`config.mk`:
```
export PLATFORM = sky130hd
export DESIGN_NAME = instr_prefetch_queue
export DESIGN_NICKNAME = d
export VERILOG_FILES = /design/src/rtl/ifq_pkg.sv /design/src/rtl/ifq_ring.sv /design/src/rtl/ifq_fetch_ctl.sv /design/src/rtl/instr_prefetch_queue.sv
export SDC_FILE = /design/constraint.sdc
export NUM_CORES = 1
export LEC_CHECK = 0
export BUFFER_PORTS_ARGS = -buffer_cell sky130_fd_sc_hd__buf_4
export CAP_MARGIN = 0
export CORE_MARGIN = 10
export CORE_UTILIZATION = 51
export DETAILED_ROUTE_END_ITERATION = 12
export GPL_TIMING_DRIVEN = 0
export PLACE_DENSITY = 0.74
export SLEW_MARGIN = 20
export SYNTH_ARGS = -nofsm -noshare
export SYNTH_HDL_FRONTEND = slang
export SYNTH_SLANG_ARGS = --single-unit
```
`constraint.sdc`:
```
create_clock -name clk -period 1.75 [get_ports clk]
set_input_delay 0.0875 -clock clk [delete_from_list [all_inputs] [get_ports clk]]
set_output_delay 0.0875 -clock clk [all_outputs]
set_load 0.05 [all_outputs]
```
`src/rtl/ifq_pkg.sv`:
```
// Package: shared types for the instruction prefetch queue.
// Assumes instruction bytes are 8 bits wide.
package ifq_pkg;
    localparam int BYTE_W = 8;
    typedef logic [BYTE_W-1:0] ibyte_t;
endpackage

```
`src/rtl/ifq_ring.sv`:
```
// Module: circular byte buffer with independent read and write pointers.
// Each pointer has one extra wrap bit so full and empty are distinguishable.
// Assumes push is never raised while full and pop never while empty;
// clear has priority over both.
module ifq_ring
    import ifq_pkg::*;
#(
    parameter int DEPTH_LOG2 = 3
) (
    input  logic   clk,
    input  logic   rst_n,
    input  logic   clear,
    input  logic   push,
    input  ibyte_t push_data,
    input  logic   pop,
    output ibyte_t head_data,
    output logic   empty,
    output logic   full
);
    localparam int DEPTH = 1 << DEPTH_LOG2;
    localparam int PW    = DEPTH_LOG2 + 1;

    ibyte_t        slots [DEPTH];
    logic [PW-1:0] wr_ptr;
    logic [PW-1:0] rd_ptr;

    // Derive status from the pointer pair.
    always_comb begin
        empty     = (wr_ptr == rd_ptr);
        full      = (wr_ptr[PW-1] != rd_ptr[PW-1]) &&
                    (wr_ptr[PW-2:0] == rd_ptr[PW-2:0]);
        head_data = slots[rd_ptr[PW-2:0]];
    end

    // Write the incoming byte into the slot under the write pointer.
    always_ff @(posedge clk) begin
        if (push && !clear) begin
            slots[wr_ptr[PW-2:0]] <= push_data;
        end
    end

    // Advance or reset the two circulating pointers.
    always_ff @(posedge clk) begin
        if (!rst_n || clear) begin
            wr_ptr <= '0;
            rd_ptr <= '0;
        end else begin
            if (push) wr_ptr <= wr_ptr + 1'b1;
            if (pop)  rd_ptr <= rd_ptr + 1'b1;
        end
    end

    assert_no_overflow_R6: assert property (@(posedge clk) disable iff (!rst_n)
        (push && !clear) |-> !full);
    assert_no_underflow_R5: assert property (@(posedge clk) disable iff (!rst_n)
        (pop && !clear) |-> !empty);
    assert_clear_empties_R8: assert property (@(posedge clk) disable iff (!rst_n)
        clear |=> empty);
endmodule

```
`src/rtl/ifq_fetch_ctl.sv`:
```
// Module: fetch sequencer. Issues one-byte reads when the core leaves the bus
// idle, tracks the single outstanding read, holds the next fetch address and
// marks a read as stale when a flush overtakes it.
// Assumes rd_rvalid only answers a granted, still-outstanding read.
module ifq_fetch_ctl #(
    parameter int          ADDR_W     = 16,
    parameter logic [15:0] RESET_ADDR = 16'h0000
) (
    input  logic              clk,
    input  logic              rst_n,
    input  logic              core_bus_idle,
    input  logic              flush,
    input  logic [ADDR_W-1:0] flush_target,
    input  logic              ring_full,
    input  logic              rd_gnt,
    input  logic              rd_rvalid,
    output logic              rd_req,
    output logic [ADDR_W-1:0] rd_addr,
    output logic              store
);
    logic [ADDR_W-1:0] fetch_pc;
    logic              outstanding;
    logic              stale;
    logic              granted;

    // Request, acceptance and store decisions for this cycle.
    always_comb begin
        rd_req  = core_bus_idle && !outstanding && !ring_full && !flush;
        granted = rd_req && rd_gnt;
        store   = rd_rvalid && outstanding && !stale && !flush;
        rd_addr = fetch_pc;
    end

    // Next-fetch address: reload on flush, step per stored byte.
    always_ff @(posedge clk) begin
        if (!rst_n)     fetch_pc <= ADDR_W'(RESET_ADDR);
        else if (flush) fetch_pc <= flush_target;
        else if (store) fetch_pc <= fetch_pc + 1'b1;
    end

    // Track the single read in flight and whether a flush made it stale.
    always_ff @(posedge clk) begin
        if (!rst_n) begin
            outstanding <= 1'b0;
            stale       <= 1'b0;
        end else if (rd_rvalid) begin
            outstanding <= 1'b0;
            stale       <= 1'b0;
        end else begin
            if (granted)              outstanding <= 1'b1;
            if (flush && outstanding) stale       <= 1'b1;
        end
    end

    assert_req_needs_idle_R2: assert property (@(posedge clk) disable iff (!rst_n)
        rd_req |-> (core_bus_idle && !flush && !ring_full));
    assert_single_outstanding_R4: assert property (@(posedge clk) disable iff (!rst_n)
        granted |=> !rd_req);
    assert_addr_steps_R3: assert property (@(posedge clk) disable iff (!rst_n)
        store |=> (rd_addr == $past(rd_addr) + 1'b1));
    assert_stale_dropped_R9: assert property (@(posedge clk) disable iff (!rst_n)
        (rd_rvalid && stale) |-> !store);
    assert_flush_redirect_R8: assert property (@(posedge clk) disable iff (!rst_n)
        flush |=> (rd_addr == $past(flush_target)));
endmodule

```
`src/rtl/instr_prefetch_queue.sv`:
```
// Module: instruction prefetch queue top. Joins the fetch sequencer to the
// circular buffer and presents the oldest byte to the decoder.
// Assumes the bus honours one outstanding read and answers with latency >= 1.
module instr_prefetch_queue
    import ifq_pkg::*;
#(
    parameter int          ADDR_W     = 16,
    parameter int          DEPTH_LOG2 = 3,
    parameter logic [15:0] RESET_ADDR = 16'h0000
) (
    input  logic              clk,
    input  logic              rst_n,
    input  logic              core_bus_idle,
    input  logic              flush,
    input  logic [ADDR_W-1:0] flush_target,
    output logic              rd_req,
    output logic [ADDR_W-1:0] rd_addr,
    input  logic              rd_gnt,
    input  logic              rd_rvalid,
    input  logic [BYTE_W-1:0] rd_rdata,
    output logic              dec_valid,
    output logic [BYTE_W-1:0] dec_byte,
    input  logic              dec_ready
);
    logic   ring_empty;
    logic   ring_full;
    logic   store;
    logic   pop;
    ibyte_t head;

    // Offer the head byte unless empty or being flushed.
    always_comb begin
        dec_valid = !ring_empty && !flush;
        dec_byte  = head;
        pop       = dec_valid && dec_ready;
    end

    ifq_fetch_ctl #(
        .ADDR_W     (ADDR_W),
        .RESET_ADDR (RESET_ADDR)
    ) u_ctl (
        .clk           (clk),
        .rst_n         (rst_n),
        .core_bus_idle (core_bus_idle),
        .flush         (flush),
        .flush_target  (flush_target),
        .ring_full     (ring_full),
        .rd_gnt        (rd_gnt),
        .rd_rvalid     (rd_rvalid),
        .rd_req        (rd_req),
        .rd_addr       (rd_addr),
        .store         (store)
    );

    ifq_ring #(
        .DEPTH_LOG2 (DEPTH_LOG2)
    ) u_ring (
        .clk       (clk),
        .rst_n     (rst_n),
        .clear     (flush),
        .push      (store),
        .push_data (rd_rdata),
        .pop       (pop),
        .head_data (head),
        .empty     (ring_empty),
        .full      (ring_full)
    );

    assert_flush_hides_R8: assert property (@(posedge clk) disable iff (!rst_n)
        flush |-> (!dec_valid && !rd_req));
    assert_steady_level_R7: assert property (@(posedge clk) disable iff (!rst_n)
        (store && pop && !ring_empty) |=> !ring_empty);
endmodule

```
==> results of run 1 <==
## kinds of logic after synthesis
kind of cell,Yosys count,synth area share [%]
compound gates,42,6.06
flops,93,64.1
simple gates,70,10.3
buf+inv,20,2.05
xor+xnor,19,4.26
fa+ha+maj,3,0.962
mux,27,12.3
## placed cells by master, fill, tap and decap left out, types with 4 or more instances in the layout
cell type,synthesis,routed
a21oi_1,16,16
buf_4,0,56
buf_6,0,6
buf_8,0,7
clkbuf_1,8,8
clkbuf_8,0,9
dfxtp_1,29,16
dfxtp_2,0,6
dfxtp_4,0,7
dlygate4sd3_1,0,13
edfxtp_1,64,64
inv_1,6,6
mux2_4,0,7
mux4_2,16,16
nand2_1,12,12
nand3_1,6,4
nand4_1,6,6
nor2_1,14,9
nor2_4,0,5
o21ai_0,16,15
xnor2_1,15,12
xor2_1,4,4
## cells in the mapped netlist (2+ instances only)
| cell | instances |
|---|---|
| mux2_2 | 8 |
| buf_1 | 2 |
| xor2_1 | 4 |
| a31oi_1 | 3 |
| ha_1 | 3 |
| a21oi_1 | 16 |
| nor3_1 | 5 |
| mux2i_1 | 3 |
| edfxtp_1 | 64 |
| and3_1 | 3 |
| nand2b_1 | 4 |
| nand3_1 | 6 |
| nand2_1 | 12 |
| buf_2 | 4 |
| nand4_1 | 6 |
| nor2_1 | 14 |
| dfxtp_1 | 29 |
| inv_1 | 6 |
| or3_1 | 2 |
| a21o_1 | 2 |
| xnor2_1 | 15 |
| mux4_2 | 16 |
| a41oi_1 | 3 |
| clkbuf_1 | 8 |
| o21ai_0 | 16 |
| and2_1 | 3 |
| nor3b_1 | 3 |
| nor4_1 | 4 |
## layout make-up
class | instances | area (sq um)
inverter | 6 | 22.5
clock buffer | 10 | 128
tap | 99 | 124
clock inverter | 6 | 70.1
multi-input combinational | 161 | 1500
fill | 470 | 2120
sequential | 93 | 2540
buffer | 13 | 95.1
timing repair buffer | 81 | 733
## layer usage
metal	GRT usage (%)	share of wire [%]	up-vias
li1	-	-	1244
met1	18.3	42	1339
met2	25.8	53	64
met3	3.05	4.6	10
met4	7.06	1.2	0
met5	0	0	-
## report_power, final
group	leakage, uW	switching [uW]	internal (uW)
logic	0.000840	198	141
clock network	0.000101	765	674
registers	0.000819	41.6	2370
total	0.00176	1010	3180
## repair_timing
action / 4_1_cts / 5_1_grt
gates resized for setup: 49 / 15
cloned: 1 / 0
endpoints found under the hold margin: 70 / 0
endpoints found under the setup margin: 67 / 34
buffers inserted: 5 / 6
pin swaps: 2 / 4
hold buffers: 13 / 0
## worst max path at each step
| stage | to | cells after the start | slack [ns] | start |
|---|---|---|---|---|
| final | dec_byte[6] | 5 | -0.25 | flip-flop |
| after global routing | dec_byte[2] | 5 | -0.30 | flip-flop |
| after CTS | dec_byte[6] | 5 | -0.27 | flip-flop |
| after detailed placement | dec_byte[6] | 5 | -0.46 | flip-flop |
| after global placement | dec_byte[6] | 5 | -0.46 | flip-flop |
| after floorplan | u_ctl.rd_addr[12]$_SDFFE_PN0P_ | 4 | 0.004 | u_ctl.rd_addr[8]$_SDFFE_PN0P_ |
## critical path: stages (launching register included)
cell and delay (ns):
dfxtp_2 0.34, buf_8 0.14, buf_12 0.13, mux4_2 0.50, mux2_4 0.29, buf_6 0.15
## state kept, by name, summed over array words and instances (netlist names), named ones only
name,count
u_ring.slots,64
u_ctl.rd_addr,16
u_ring.rd_ptr,4
u_ring.wr_ptr,4
u_ctl.outstanding,1
u_ctl.stale,1
## through the flow
| stage | worst slack [ns] | hold slack (ns) |
|---|---|---|
| floorplan | 0.00358 | 0.164 |
| global placement | -0.458 | 0.306 |
| detailed placement | -0.463 | 0.309 |
| CTS | -0.271 | 0.00170 |
| global route | -0.299 | 0.0140 |
| finish | -0.245 | 0.0154 |
==> impl_results.md, run 1 <==
* Max transition margin at 49.6%
* WL final at 8900 um
* # rows at 31
* Synth cell types at 38
* Layout cells sized above 1 at 39.2%
* Setup ws final at -0.245 ns
* Number of antenna diodes at 0
* Total power at 4190 uW
* Reg2reg end: u_ctl.rd_addr[12]$_SDFFE_PN0P_
* Register area share after synthesis at 64.1%
* Synth Register Bits at 93
* Clk buf depth at 2
* Primary FF master, synth: edfxtp_1
* DIE AREA at 0.0116 sq mm
* Final GP Congestion at 0.765
* DRT Pass-1 Iters at 4
* Critical path required time at 1.66 ns
* Initial detailed-routing violation count at 167
* Synth Instances at 274
* Post-DP HPWL at 5810 um
* Failing checks: setup timing
* Port bufs at 56
* Inst Count DP at 429
* Reg-to-reg startpoint: u_ctl.rd_addr[8]$_SDFFE_PN0P_
* Area fraction of the dominant cell type after synthesis at 49.2%
* Final core utilization at 71.0%
* Initial Utilization at 53.3%
* Post-route minimum period at 2.00 ns
* Hold Crit Depth at 3
* CTS tree: yes
* Layout Cells excl Fill at 469
* Number of buffers created by CTS at 9
* Crit path launch type: flip-flop
* Max FO, Critical Path at 5
* Syn_nets at 308
* Height of the die at 107 um
* I/O Pins at 57
* Clock transition at path regs at 0.09 ns
* Power Density at 804 mW/mm^2
* Worst Skew at 0.0126 ns
* Average cell area after synthesis at 14.2 sq um
* Mapped cell area at 0.00390 sq mm
* Cell taking the most area after synthesis: edfxtp_1
* Setup TNS at -1.89 ns
* R2R cell count at 4
* Vias at 2657
* CP Capture Type: primary output
* Vias in the first global route at 2685
* Setup CP Type: flip-flop to primary output
* Initial antenna violation count at 0
* DRC viols at 0
* Min-delay src: flush_target[3]
* FFs w/ async S/R, synth at 0%
* CTS root buffer: clkbuf_8
* Status: finished, violations left
* Max-slew violations at 0
* First-pass GRT wire length at 13800 um
* H-tree depth at 3
* Number of flops mapped to enable cells by yosys at 64
* Unrepaired setup endpoints after global routing: true
* VDD IR max at 463 uV
* R2R Setup Slk at 0.07 ns
* Core ar. at 0.00733 sq mm
* Chip Width at 107 um
* Synth Warn # at 0
* P_leak at 0.00176 uW
* F_max at 501 MHz
* Max-cap viol count at 0
* Global Route Usage Sum at 15.3%
* Skew-Pair Late Insertion Delay at 0.36 ns
* Setup violators final at 8
* Final Hold Viols at 0
* Final non-filler cell area at 0.00521 sq mm
* Drt via density at 5.67
* Largest net degree at the start of global routing at 17
* Worst hold path type: primary input to flip-flop
* Area delta synth->final at 33.4%
* DRT antenna net count at 0
* DP Area at 0.00450 sq mm
* Nets@finish at 399
* Hold EP: u_ctl.rd_addr[3]$_SDFFE_PN0P_
* Clk sinks at 93
* Grt ovf at 0
* Tightest Pin Transition at 0.756 ns
* Final Cycle Share at 114%
* Synth top area cells: edfxtp_1, dfxtp_1, mux4_2
* Crit path arrival time at 1.91 ns
* WL per Instance at 19.0 um
No activity file was read; power rests on OpenSTA's default activity.
==> run 2, diff against run 1 <==
--- a/config.mk
+++ b/config.mk
@@ -12,6 +12,7 @@
 export DETAILED_ROUTE_END_ITERATION = 12
 export GPL_TIMING_DRIVEN = 0
 export PLACE_DENSITY = 0.74
+export RECOVER_POWER = 100
 export SLEW_MARGIN = 20
 export SYNTH_ARGS = -nofsm -noshare
 export SYNTH_HDL_FRONTEND = slang
==> impl_results.md, run 2 (synthesis gave the netlist of run 1 again) <==
* Height of the die at 107 um (unchanged)
* Initial Utilization at 53.3% (unchanged)
* Min-delay src: flush_target[3]
* Inst Count DP at 429 (unchanged)
* Crit path launch type: flip-flop
* CTS root buffer: clkbuf_8
* Clock power frac at 34.7% (+0.3 points)
* Reg2reg end: u_ctl.rd_addr[12]$_SDFFE_PN0P_
* Number of antenna diodes at 0 (unchanged)
* Vias at 2679 (+0.83%)
* Max FO, Critical Path at 5 (unchanged)
* F_max at 501 MHz (about the same)
* Setup TNS at -2.17 ns (-0.273 ns)
* Psw at 1010 uW (about the same)
* Largest net degree at the start of global routing at 17 (unchanged)
* Clk sinks at 93 (unchanged)
* Setup violators final at 12 (+4)
* Max-cap viol count at 0 (unchanged)
* R2R Setup Slk at -0.09 ns (-0.16 ns)
* Status: finished, violations left
* Worst Skew at 0.0127 ns (+0.0000568 ns)
* # rows at 31 (unchanged)
* Max-slew violations at 0 (unchanged)
* Final Hold Viols at 0 (unchanged)
* VDD IR max at 465 uV (+0.62%)
* Nets@finish at 399 (unchanged)
* Worst hold path type: primary input to flip-flop
* Layout Cells excl Fill at 469 (unchanged)
* CTS tree: yes
* Vias in the first global route at 2685 (unchanged)
* Chip Width at 107 um (unchanged)
* Global Route Usage Sum at 15.3% (unchanged)
* Drt via density at 5.71 (+0.83%)
* Setup CP Type: flip-flop to primary output
* Grt ovf at 0 (unchanged)
* Unrepaired setup endpoints after global routing: true
* CP Capture Type: primary output
* First-pass GRT wire length at 13800 um (unchanged)
* Commonest non-fill, non-tap cell in the layout: edfxtp_1
* Clock transition at path regs at 0.09 ns (about the same)
* I/O Pins at 57 (unchanged)
* Most frequent cells in the layout: edfxtp_1, clkbuf_1, buf_4
* Reg-to-reg startpoint: u_ctl.outstanding$_SDFFE_PP0P_
* Critical path required time at 1.66 ns (about the same)
* H-tree depth at 3 (unchanged)
* Clk buf depth at 2 (unchanged)
* Initial antenna violation count at 0 (unchanged)
* Crit path to: dec_byte[6]
* R2R cell count at 4 (unchanged)
* Flop pwr share at 57.9% (+0.4 points)
* Combinational power share at 7.4% (-0.7 points)
* WHS at 0.0116 ns (-0.00375 ns)
* Internal power at 3150 uW (-0.98%)
* DRT Pass-1 Iters at 4 (unchanged)
* Crit path arrival time at 1.91 ns (about the same)
* P_leak at 0.00165 uW (-6.5%)
* Max FFs per register at 64 (unchanged)
* Power Density at 820 mW/mm^2 (+1.9%)
* Initial detailed-routing violation count at 165 (-1.2%)
* Final Cycle Share at 114% (about the same)
* WL per Instance at 18.9 um (-0.19%)
* DRC viols at 0 (unchanged)
* Post-route minimum period at 2.00 ns (+0.00164 ns)
* Number of buffers created by CTS at 9 (unchanged)
* Area delta synth->final at 30.0%
* Post-DP HPWL at 5810 um (unchanged)
* Skew-Pair Late Insertion Delay at 0.36 ns (about the same)
* Core ar. at 0.00733 sq mm (unchanged)
* Setup ws final at -0.247 ns (-0.00164 ns)
* Port bufs at 56 (unchanged)
* Max transition margin at 50.3% (+0.73 points)
* Failing checks: setup timing
* DRT antenna net count at 0 (unchanged)
* Layout cells sized above 1 at 31.1% (-8.1 points)
* Switch share at 24.2% (+0.20 points)
* WL final at 8880 um (-0.19%)
* Tightest Pin Transition at 0.745 ns (-0.0110 ns)
* Final GP Congestion at 0.765 (unchanged)
* DIE AREA at 0.0116 sq mm (unchanged)
-- run 2: changes by cell type in the layout (fill, tap and decap cells not counted), sizes merged --
cell    before  now
buf         73   47
clkbuf      18   44
-- run 2: worst min path at each step --
stage	to	cells past startpoint
after global routing	u_ctl.rd_addr[5]$_SDFFE_PN0P_	3
after floorplan	u_ctl.outstanding$_SDFFE_PP0P_	1
final	u_ctl.rd_addr[3]$_SDFFE_PN0P_	3
after CTS	u_ctl.rd_addr[6]$_SDFFE_PN0P_	3
after detailed placement	u_ctl.outstanding$_SDFFE_PP0P_	2
after global placement	u_ctl.stale$_SDFFE_PP0P_	2
-- run 2: metal layers --
metal | part of all wire [%] | vias up | track usage, %
met5 | 0 | - | 0
met4 | 1.6 | 0 | 7.06
met3 | 4.0 | 11 | 3.05
met2 | 53 | 69 | 25.8
met1 | 42 | 1356 | 18.3
li1 | - | 1243 | -
-- run 2: layout make-up --
| type | count | area (sq um) |
|---|---|---|
| Clock inverter | 6 | 70.1 |
| Clock buffer | 10 | 128 |
| Buffer | 13 | 88.8 |
| Fill cell | 513 | 2260 |
| Multi-Input combinational cell | 161 | 1470 |
| Tap cell | 99 | 124 |
| Inverter | 6 | 22.5 |
| Timing Repair Buffer | 81 | 638 |
| Sequential cell | 93 | 2530 |
-- run 2: worst max-delay path, cell delays in order (launching register included) --
cell and delay [ns]:
dfxtp_2 0.34, buf_8 0.14, buf_12 0.13, mux4_2 0.50, mux2_4 0.29, buf_6 0.15
-- run 2: repair_timing --
action	4_1_cts	5_1_grt
hold buffers	13	0
setup buffers	5	6
hold endpoints to repair	70	0
setup endpoints to repair	67	34
resized for setup	49	15
pin swaps	2	4
gates cloned	1	0
-- run 2: stage by stage --
step	power (uW)	cell area (sq um)	utilization (%)	setup WS, ns
floorplan	2620	3960	-	0.00358
global placement	2760	4500	61.4	-0.458
detailed placement	2770	4500	61.4	-0.463
CTS	4190	5080	69.3	-0.271
global route	4290	5070	69.2	-0.299
finish	4160	5070	69.2	-0.247
-- run 2: power groups by stage --
stage | Clock (uW) | Sequential [uW] | Combinational [uW]
after global routing | 1540 | 2410 | 331
after CTS | 1450 | 2410 | 336
final | 1440 | 2410 | 307
after detailed placement | 0 | 2460 | 309
after floorplan | 0 | 2540 | 80.9
after global placement | 0 | 2460 | 304
